### config.mk
export PLATFORM = sky130hd
export DESIGN_NAME = fwd_pipe3
export DESIGN_NICKNAME = d
export VERILOG_FILES = /design/src/rtl/fp3_pkg.sv /design/src/rtl/fp3_fetch.sv /design/src/rtl/fp3_regfile.sv /design/src/rtl/fp3_hazard.sv /design/src/rtl/fp3_alu.sv /design/src/rtl/fwd_pipe3.sv
export SDC_FILE = /design/constraint.sdc
export NUM_CORES = 1
export LEC_CHECK = 0
export BUFFER_PORTS_ARGS = -buffer_cell sky130_fd_sc_hd__buf_2
export CAP_MARGIN = 20
export CORE_MARGIN = 3
export CORE_UTILIZATION = 35
export CTS_CLUSTER_SIZE = 8
export DETAILED_ROUTE_END_ITERATION = 10
export PLACE_DENSITY_LB_ADDON = 0.15
export SKIP_LAST_GASP = 1
export SLEW_MARGIN = 20
export SYNTH_ARGS = -nofsm -noshare
export SYNTH_HDL_FRONTEND = slang
export SYNTH_SLANG_ARGS = --single-unit
### constraint.sdc
create_clock -name clk -period 5.2 [get_ports clk]
set_input_delay 1.3 -clock clk [delete_from_list [all_inputs] [get_ports clk]]
set_output_delay 1.3 -clock clk [all_outputs]
set_load 0.01 [all_outputs]
### src/rtl/fp3_pkg.sv
package fp3_pkg;
    localparam int INSTR_W = 16;
    localparam int REG_AW  = 4;
    localparam int NREG    = 1 << REG_AW;
    localparam int IMM_W   = 8;

    localparam logic [3:0] OP_NOP = 4'h0;
    localparam logic [3:0] OP_ADD = 4'h1;
    localparam logic [3:0] OP_SUB = 4'h2;
    localparam logic [3:0] OP_AND = 4'h3;
    localparam logic [3:0] OP_OR  = 4'h4;
    localparam logic [3:0] OP_XOR = 4'h5;
    localparam logic [3:0] OP_LDI = 4'h6;

    typedef enum logic [2:0] {
        FN_IMM, FN_ADD, FN_SUB, FN_AND, FN_OR, FN_XOR
    } alu_fn_e;

    typedef struct packed {
        logic              we;
        logic              use_src;
        alu_fn_e           fn;
        logic [REG_AW-1:0] rd;
        logic [REG_AW-1:0] rs1;
        logic [REG_AW-1:0] rs2;
        logic [IMM_W-1:0]  imm;
    } dec_t;

    function automatic dec_t fp3_decode(input logic [INSTR_W-1:0] w);
        dec_t d;
        d.rd      = w[11:8];
        d.rs1     = w[7:4];
        d.rs2     = w[3:0];
        d.imm     = w[7:0];
        d.fn      = FN_ADD;
        d.we      = 1'b0;
        d.use_src = 1'b0;
        case (w[15:12])
            OP_ADD: begin d.fn = FN_ADD; d.we = 1'b1; d.use_src = 1'b1; end
            OP_SUB: begin d.fn = FN_SUB; d.we = 1'b1; d.use_src = 1'b1; end
            OP_AND: begin d.fn = FN_AND; d.we = 1'b1; d.use_src = 1'b1; end
            OP_OR:  begin d.fn = FN_OR;  d.we = 1'b1; d.use_src = 1'b1; end
            OP_XOR: begin d.fn = FN_XOR; d.we = 1'b1; d.use_src = 1'b1; end
            OP_LDI: begin d.fn = FN_IMM; d.we = 1'b1; end
            default: ;
        endcase
        if (d.rd == '0) d.we = 1'b0;
        return d;
    endfunction
endpackage

### src/rtl/fp3_fetch.sv
module fp3_fetch
    import fp3_pkg::*;
#(
    parameter int IMEM_DEPTH = 32
) (
    input  logic                          clk,
    input  logic                          rst,
    input  logic                          hold,
    input  logic                          wr_en,
    input  logic [$clog2(IMEM_DEPTH)-1:0] wr_addr,
    input  logic [INSTR_W-1:0]            wr_data,
    output logic [INSTR_W-1:0]            ir
);
    localparam int AW = $clog2(IMEM_DEPTH);
    localparam logic [AW-1:0] LAST = AW'(IMEM_DEPTH - 1);

    logic [INSTR_W-1:0] mem [IMEM_DEPTH];
    logic [AW-1:0]      pc;

    always_ff @(posedge clk) begin
        if (wr_en) mem[wr_addr] <= wr_data;
    end

    always_ff @(posedge clk) begin
        if (rst) begin
            pc <= '0;
            ir <= {OP_NOP, {(INSTR_W-4){1'b0}}};
        end else if (!hold) begin
            ir <= mem[pc];
            if (pc != LAST) pc <= pc + 1'b1;
        end
    end
endmodule

### src/rtl/fp3_regfile.sv
module fp3_regfile
    import fp3_pkg::*;
#(
    parameter int DATA_W = 16
) (
    input  logic              clk,
    input  logic              rst,
    input  logic              we,
    input  logic [REG_AW-1:0] waddr,
    input  logic [DATA_W-1:0] wdata,
    input  logic [REG_AW-1:0] ra1,
    input  logic [REG_AW-1:0] ra2,
    input  logic [REG_AW-1:0] ra3,
    output logic [DATA_W-1:0] rd1,
    output logic [DATA_W-1:0] rd2,
    output logic [DATA_W-1:0] rd3
);
    logic [DATA_W-1:0] regs [NREG];

    always_ff @(posedge clk) begin
        if (rst) begin
            for (int i = 0; i < NREG; i++) regs[i] <= '0;
        end else if (we && waddr != '0) begin
            regs[waddr] <= wdata;
        end
    end

    assign rd1 = (ra1 == '0) ? '0 : regs[ra1];
    assign rd2 = (ra2 == '0) ? '0 : regs[ra2];
    assign rd3 = (ra3 == '0) ? '0 : regs[ra3];
endmodule

### src/rtl/fp3_hazard.sv
module fp3_hazard
    import fp3_pkg::*;
#(
    parameter bit FWD_EN = 1'b1
) (
    input  logic              ex_we,
    input  logic [REG_AW-1:0] ex_rd,
    input  logic              use_src,
    input  logic [REG_AW-1:0] rs1,
    input  logic [REG_AW-1:0] rs2,
    output logic              fwd1,
    output logic              fwd2,
    output logic              stall
);
    logic hit1, hit2;
    assign hit1 = ex_we && use_src && (rs1 != '0) && (ex_rd == rs1);
    assign hit2 = ex_we && use_src && (rs2 != '0) && (ex_rd == rs2);

    generate
        if (FWD_EN) begin : g_bypass
            assign fwd1  = hit1;
            assign fwd2  = hit2;
            assign stall = 1'b0;
        end else begin : g_interlock
            assign fwd1  = 1'b0;
            assign fwd2  = 1'b0;
            assign stall = hit1 | hit2;
        end
    endgenerate
endmodule

### src/rtl/fp3_alu.sv
module fp3_alu
    import fp3_pkg::*;
#(
    parameter int DATA_W = 16
) (
    input  alu_fn_e           fn,
    input  logic [DATA_W-1:0] a,
    input  logic [DATA_W-1:0] b,
    input  logic [IMM_W-1:0]  imm,
    output logic [DATA_W-1:0] y
);
    always_comb begin
        case (fn)
            FN_ADD:  y = a + b;
            FN_SUB:  y = a - b;
            FN_AND:  y = a & b;
            FN_OR:   y = a | b;
            FN_XOR:  y = a ^ b;
            default: y = DATA_W'(imm);
        endcase
    end
endmodule

### src/rtl/fwd_pipe3.sv
module fwd_pipe3
    import fp3_pkg::*;
#(
    parameter int DATA_W     = 16,
    parameter int IMEM_DEPTH = 32,
    parameter bit FWD_EN     = 1'b1
) (
    input  logic                          clk,
    input  logic                          rst,
    input  logic                          imem_we,
    input  logic [$clog2(IMEM_DEPTH)-1:0] imem_addr,
    input  logic [INSTR_W-1:0]            imem_wdata,
    input  logic [REG_AW-1:0]             dbg_addr,
    output logic [DATA_W-1:0]             dbg_data,
    output logic                          wb_en,
    output logic [REG_AW-1:0]             wb_rd,
    output logic [DATA_W-1:0]             wb_data
);
    logic [INSTR_W-1:0] ir;
    dec_t               dec;
    logic [DATA_W-1:0]  rf_a, rf_b, opa, opb, alu_y;
    logic               fwd1, fwd2, stall;

    // result buffer between decode/ALU stage and write-back stage
    logic               ex_we;
    logic [REG_AW-1:0]  ex_rd;
    logic [DATA_W-1:0]  ex_data;

    fp3_fetch #(.IMEM_DEPTH(IMEM_DEPTH)) u_fetch (
        .clk(clk), .rst(rst), .hold(stall),
        .wr_en(imem_we), .wr_addr(imem_addr), .wr_data(imem_wdata),
        .ir(ir)
    );

    assign dec = fp3_decode(ir);

    fp3_regfile #(.DATA_W(DATA_W)) u_rf (
        .clk(clk), .rst(rst),
        .we(ex_we), .waddr(ex_rd), .wdata(ex_data),
        .ra1(dec.rs1), .ra2(dec.rs2), .ra3(dbg_addr),
        .rd1(rf_a), .rd2(rf_b), .rd3(dbg_data)
    );

    fp3_hazard #(.FWD_EN(FWD_EN)) u_hz (
        .ex_we(ex_we), .ex_rd(ex_rd), .use_src(dec.use_src),
        .rs1(dec.rs1), .rs2(dec.rs2),
        .fwd1(fwd1), .fwd2(fwd2), .stall(stall)
    );

    assign opa = fwd1 ? ex_data : rf_a;
    assign opb = fwd2 ? ex_data : rf_b;

    fp3_alu #(.DATA_W(DATA_W)) u_alu (
        .fn(dec.fn), .a(opa), .b(opb), .imm(dec.imm), .y(alu_y)
    );

    always_ff @(posedge clk) begin
        if (rst) begin
            ex_we   <= 1'b0;
            ex_rd   <= '0;
            ex_data <= '0;
        end else if (stall) begin
            ex_we   <= 1'b0;
        end else begin
            ex_we   <= dec.we;
            ex_rd   <= dec.rd;
            ex_data <= alu_y;
        end
    end

    assign wb_en   = ex_we;
    assign wb_rd   = ex_rd;
    assign wb_data = ex_data;
endmodule

Yosys cells after proc, flatten, opt, wreduce, memory -nomap -nowiden. Memories as Yosys holds them, arrays and structs flattened. A register that Yosys moved wholly into a read port is not among the register bits. Index checks and enable logic that the tools add are counted.

Register bits: 26. Memory bits (writable): 768. Output and inout port bits: 37. Memories: 2.

$add $sub $neg: 3. Equal/unequal tests: 14. Mux-type cells: 19. Bitwise operators: 3. Reductions and logical operators: 17.

Memory list: u_fetch.mem (depth 32, width 16, rd ports 1, clocked after memory_dff 1, write ports 1, RTL line fp3_fetch.sv:17) `logic [INSTR_W-1:0] mem [IMEM_DEPTH];`; u_rf.regs (depth 16, width 16, rd ports 3, clocked after memory_dff 0, write ports 16, RTL line fp3_regfile.sv:18) `logic [DATA_W-1:0] regs [NREG];`.

Operator list (count): 16-bit two-way mux (6); 16-bit case mux with 5 select lines (1); 16-bit adder (1); 16-bit AND (1); 4-bit logical NOT (4); 16-bit bitwise OR (1); 16-bit OR reduction (1); 16-bit subtractor (1); 16-bit bitwise XOR (1); 3-bit case mux with 5 select lines (1); 4-bit by 3-bit equality test with 1-bit output (second input constant) (3); 4-bit nonzero test (3); 1-bit two-way mux (10); 4-bit by 2-bit equality test with 1-bit output (second input constant) (2); 4-bit equality test (2); 3-bit by 2-bit equality test with 1-bit output (second input constant) (2); 3-bit equality test (second input constant) (2); 1-bit logical AND (6); 6-bit OR reduction (1); 5-bit by 1-bit adder with 5-bit output (second input constant) (1); 5-bit inequality test (second input constant) (1); 5-bit OR reduction (1); 4-bit by 1-bit equality test with 1-bit output (second input constant) (1); 4-bit two-way mux (1); 2 further kinds (2).

Longest topological paths before layout.
Depth in word-level cells: 9. Mapped depth: 23. Gate-level depth less buffers: 19.

Cells and area by module. A second synthesis with hierarchy kept.

Cells, all modules: 2308. Area total of the unflattened synthesis: 39097.5 µm².

Modules (own cells, without submodules): fp3_fetch (instances 1, cells an instance 940, area an instance 20448.4 µm²); fp3_regfile (instances 1, cells an instance 938, area an instance 15140.8 µm²); fp3_alu (instances 1, cells an instance 302, area an instance 2085.8 µm²); fwd_pipe3 (instances 1, cells an instance 110, area an instance 1288.7 µm²); fp3_hazard (instances 1, cells an instance 18, area an instance 133.9 µm²).

Worst setup path after synthesis. Ideal clock, no wire load.

Path kind: reg2reg. From: register u_fetch.ir[4], read port of u_fetch.mem. To: register ex_data[15], in the netlist wb_data[15]. Setup time: 0.070 ns. Data arrival time: 4.850 ns. Data required time: 5.130 ns. Slack: 0.280 ns. Stages on the path, launching flop included: 17. Path through: dfxtp_1 -> buf_1 -> clkbuf_1 -> mux4_2 -> mux4_2 -> a22o_1 -> ha_1 -> nor2b_1 -> o31ai_1 -> a211oi_1 -> nor3_1 -> nor3b_1 -> a311o_1 -> a21oi_1 -> nor3_1 -> or3b_1 -> a21oi_1.

Word-level cells in the longest chain between the ends: 6. Elaborated cells between the ends (all ways): 14. Classes of those cells: add/sub: 2; eq/ne: 1; mux: 3; bitwise: 3; reduce/logical: 4; memory: 1.

RTL lines: start: declaration (RTL line fp3_fetch.sv:12) `output logic [INSTR_W-1:0] ir`; branches (longest 3 deep; another with memory read 16 x 16 bit); 16-bit two-way mux * (RTL line fwd_pipe3.sv:50) `assign opa = fwd1 ? ex_data : rf_a;`; 16-bit subtractor (tied with other cells) (RTL line fp3_alu.sv:15) `FN_SUB: y = a - b;`; 16-bit case mux with 5 select lines * (RTL line fp3_alu.sv:13) `case (fn)`; end signal: assignment (RTL line fwd_pipe3.sv:67) `ex_data <= alu_y;`; end: declaration (RTL line fwd_pipe3.sv:27) `logic [DATA_W-1:0] ex_data;`.

Mark *: on every way between the ends. A chain may end at the register's enable or synchronous reset.

Worst setup path after layout.
From: register u_fetch.ir[0], read port of u_fetch.mem. To: register ex_data[15], in the netlist wb_data[15].

Word-level cells in the longest chain between the ends: 6. Elaborated cells between the ends (all ways): 14. Classes of those cells: add/sub: 2; eq/ne: 1; mux: 3; bitwise: 3; reduce/logical: 4; memory: 1.

RTL lines: branches (longest 3 deep; another with memory read 16 x 16 bit); 16-bit two-way mux * (RTL line fwd_pipe3.sv:51) `assign opb = fwd2 ? ex_data : rf_b;`; 16-bit subtractor (tied with other cells) (RTL line fp3_alu.sv:15); 16-bit case mux with 5 select lines * (RTL line fp3_alu.sv:13).

Marks and branches as above.

==> results.json <==
{
  "gr-usage-met3_pct": 4.09,
  "via_per_inst": 5.60,
  "cp_slowest_cell": "mux4_2",
  "max_stage_delay_ns": 0.52,
  "seq_area_frac_synth_pct": 61.6,
  "setup_viol": 0,
  "cts_tree": "done",
  "cts_buffers": 112,
  "use_met2_pct": 33.9,
  "seqPwrFrac_pct": 44.8,
  "start_kind": "flip-flop",
  "rows": 121,
  "fin_ws_ns": 0.320,
  "die_area_mm2": 0.115,
  "clock_path_buffers": 3,
  "fin_area_mm2": 0.0450,
  "insertion_delay_ns": 0.71,
  "crit_top_cell": "mux2i_1",
  "ys_ff_latch": 810,
  "peakVddDrop_mv": 0.309,
  "synth_top_area_share_pct": 59.5,
  "path_cells": "mux4_2 -> mux2i_1 -> mux2i_1 -> a32oi_1 -> ha_2 -> nand2_1 -> o21ai_1 -> xnor2_1 -> ha_1 -> or3_1 -> o21ai_0 -> a211oi_1 -> nor3_2 -> nor3b_1 -> buf_4 -> a311o_1 -> a21oi_2 -> nor3_1 -> or3b_1 -> a21oi_1",
  "grt_pass1_wl_mm": 171,
  "yosys.cell_types.count": 62,
  "fin_total_pwr_mw": 17.2,
  "hold_path.class": "reg2reg",
  "rsz0062_at_grt": "no",
  "cp_max_fo": 8,
  "syn-mean-instance-area_um2": 16.1,
  "drtIter0Drc": 2308,
  "whs_ns": 0.435,
  "hold_viol_final": 0,
  "status": "complete, no violations",
  "critPathBufInv": 1,
  "place_congestion": 0.820,
  "overflow": 0,
  "via_count": 23100,
  "hpwl_mm": 72.2,
  "synthArstFlopShare_pct": 0,
  "met1_usage_pct": 27.4,
  "drive_gt1_share_pct": 27.0,
  "switching_share_pct": 27.3,
  "max_clock_freq_ghz": 0.205,
  "fin_cells": 4115,
  "ant_nets": 0,
  "final_util_pct": 41.1,
  "totalWireLength_mm": 119,
  "grt_max_degree": 47,
  "clk_pin_slew_ns": 0.05,
  "tightest_slew_ns": 1.10,
  "drc_errors": 0,
  "die_h_um": 339,
  "port_buffers": 64,
  "powerDensity_mw_per_mm2": 383,
  "fin_nets": 2651,
  "r2r_start": "u_fetch.ir[0]",
  "dpl.cell_count": 3928,
  "ys.flop_type": "edfxtp_1",
  "finalCritPeriodShare_pct": 93.9,
  "worstRegToRegCells": 20,
  "core_area_mm2": 0.109,
  "reg2reg_slack_ns": 0.32,
  "pwr-share-comb_pct": 16.3,
  "cpLargestDelayFamily": "compound AO/OA/AOI/OAI gates",
  "synth_area_leaders": "edfxtp_1, mux4_2, mux2i_1, and2_1, dfxtp_1",
  "crit_type": "reg2reg",
  "r2r-end": "wb_data[15]",
  "synth-edff-count": 768,
  "setup_tns_ns": 0,
  "crit_required_ns": 5.79,
  "placed_area_mm2": 0.0416,
  "ys_warn_count": 0,
  "netlist_instances": 2410,
  "final_common_cell": "edfxtp_1",
  "grt-busiest-layer": "met2",
  "die_w_um": 339,
  "track_usage_pct": 20.5,
  "hold_buffers": 0,
  "num-fill-cells": 9888,
  "start_util_pct": 35.4,
  "layout_min_cycle_time_ns": 4.88,
  "grt_pass1_vias": 23700,
  "slew_viol_final": 0,
  "leakage_nw": 15.1,
  "final.setup_skew_ns": 0.0646,
  "hold_depth": 1,
  "synth.cell_area_mm2": 0.0388,
  "wl_per_cell_um": 28.9,
  "max-cap-violations": 0,
  "drt-pass1-iter-count": 6,
  "clock-sinks": 810,
  "mostFrequentLayoutCells": "edfxtp_1, mux4_2, and2_1",
  "hold_end": "wb_rd[2]",
  "clockRootBuffer": "clkbuf_16",
  "p_clk_share_pct": 38.9,
  "slew_headroom_pct": 26.5,
  "pre_cts_slack_ns": 0.143,
  "antenna_found_initial": 16,
  "syn_to_final_growth_pct": 15.9,
  "pin_count": 65,
  "power.switching_mw": 4.69,
  "p_int_mw": 12.5,
  "end_kind": "flip-flop",
  "holdCritStartpoint": "u_fetch.ir[10]",
  "crit_arrival_ns": 5.47,
  "htree_num_levels": 3,
  "yosysTopAreaCell": "edfxtp_1"
}
==> cells by family (layout without fill, tap and decap cells) <==
family | after synthesis | in the layout | share of synthesized area, %
compound gates | 279 | 279 | 4.86
xor+xnor | 36 | 36 | 0.813
fa+ha+maj | 51 | 51 | 1.66
buf+inv | 209 | 418 | 2.19
flops | 810 | 810 | 61.6
mux | 442 | 442 | 20.7
other cells | 1 | 21 | 0.00967
simple gates | 582 | 582 | 8.14
==> final cells by class <==
class / count / area [µm²] / area share, %
multi-input cells: 1406 / 14300 / 31.8
clock buffers: 165 / 3000 / 6.68
clock inverters: 11 / 186 / 0.415
flip-flops and latches: 810 / 23900 / 53.2
well taps: 1476 / 1850 / 4.11
diodes: 5 / 12.5 / 0.0278
repair buffers: 208 / 1580 / 3.52
inverters: 34 / 128 / 0.284
==> cell usage after synthesis (9+ instances only) <==
master    count
edfxtp_1    768
mux4_2      287
and2_1      241
nor2_1      160
mux2i_1     154
clkbuf_1    117
a21oi_1      68
ha_1         50
nand2_1      48
dfxtp_1      42
o21ai_0      42
buf_1        40
o22ai_1      38
o221ai_1     32
inv_1        29
xnor2_1      26
nor2b_1      25
nor3_1       20
or2_2        20
a211oi_1     18
nand2b_1     15
nand3_1      13
a22o_1       12
buf_2        11
o21ai_1      11
a22oi_1      10
xor2_1       10
a221oi_1      9
==> timing repair <==
action / in CTS / in global routing
setup buffers: 0 / 5
resized for setup: 0 / 12
setup endpoints to repair: 0 / 3
==> layer usage <==
| layer | share of wire (%) | wire length, µm |
|---|---|---|
| met1 | 41 | 48900 |
| met2 | 48 | 57600 |
| met3 | 7.3 | 8700 |
| met4 | 3.1 | 3630 |
| met5 | 0.050 | 60 |
==> sequential cells by signal (all words and copies together) (netlist names) <==
register and flops:
u_fetch.ir 16, u_rf.regs 256, wb_en 1, wb_rd 4, u_fetch.mem 512, u_fetch.pc 5, wb_data 16
==> how the worst max path moves through the flow <==
| stage | slack [ns] | cells past startpoint | to | start |
|---|---|---|---|---|
| floorplan | 0.28 | 16 | wb_data[15] | u_fetch.ir[4] |
| global route | 0.01 | 20 | wb_data[15] | u_fetch.ir[0] |
| CTS | 0.08 | 20 | wb_data[15] | u_fetch.ir[0] |
| detailed placement | 0.14 | 20 | wb_data[15] | u_fetch.ir[0] |
| global placement | -0.01 | 21 | wb_data[15] | u_fetch.ir[0] |
| finish | 0.32 | 20 | wb_data[15] | u_fetch.ir[0] |
==> power by group through the flow <==
| stage | Combinational (mW) | Sequential (mW) | Clock [mW] |
|---|---|---|---|
| after floorplan | 1.83 | 7.61 | 0 |
| after global placement | 2.75 | 7.82 | 0 |
| after detailed placement | 2.77 | 7.83 | 0 |
| after CTS | 2.79 | 7.71 | 6.85 |
| after global routing | 3.03 | 7.73 | 7.12 |
| final | 2.81 | 7.70 | 6.70 |
(Power assumes the default switching activity.)
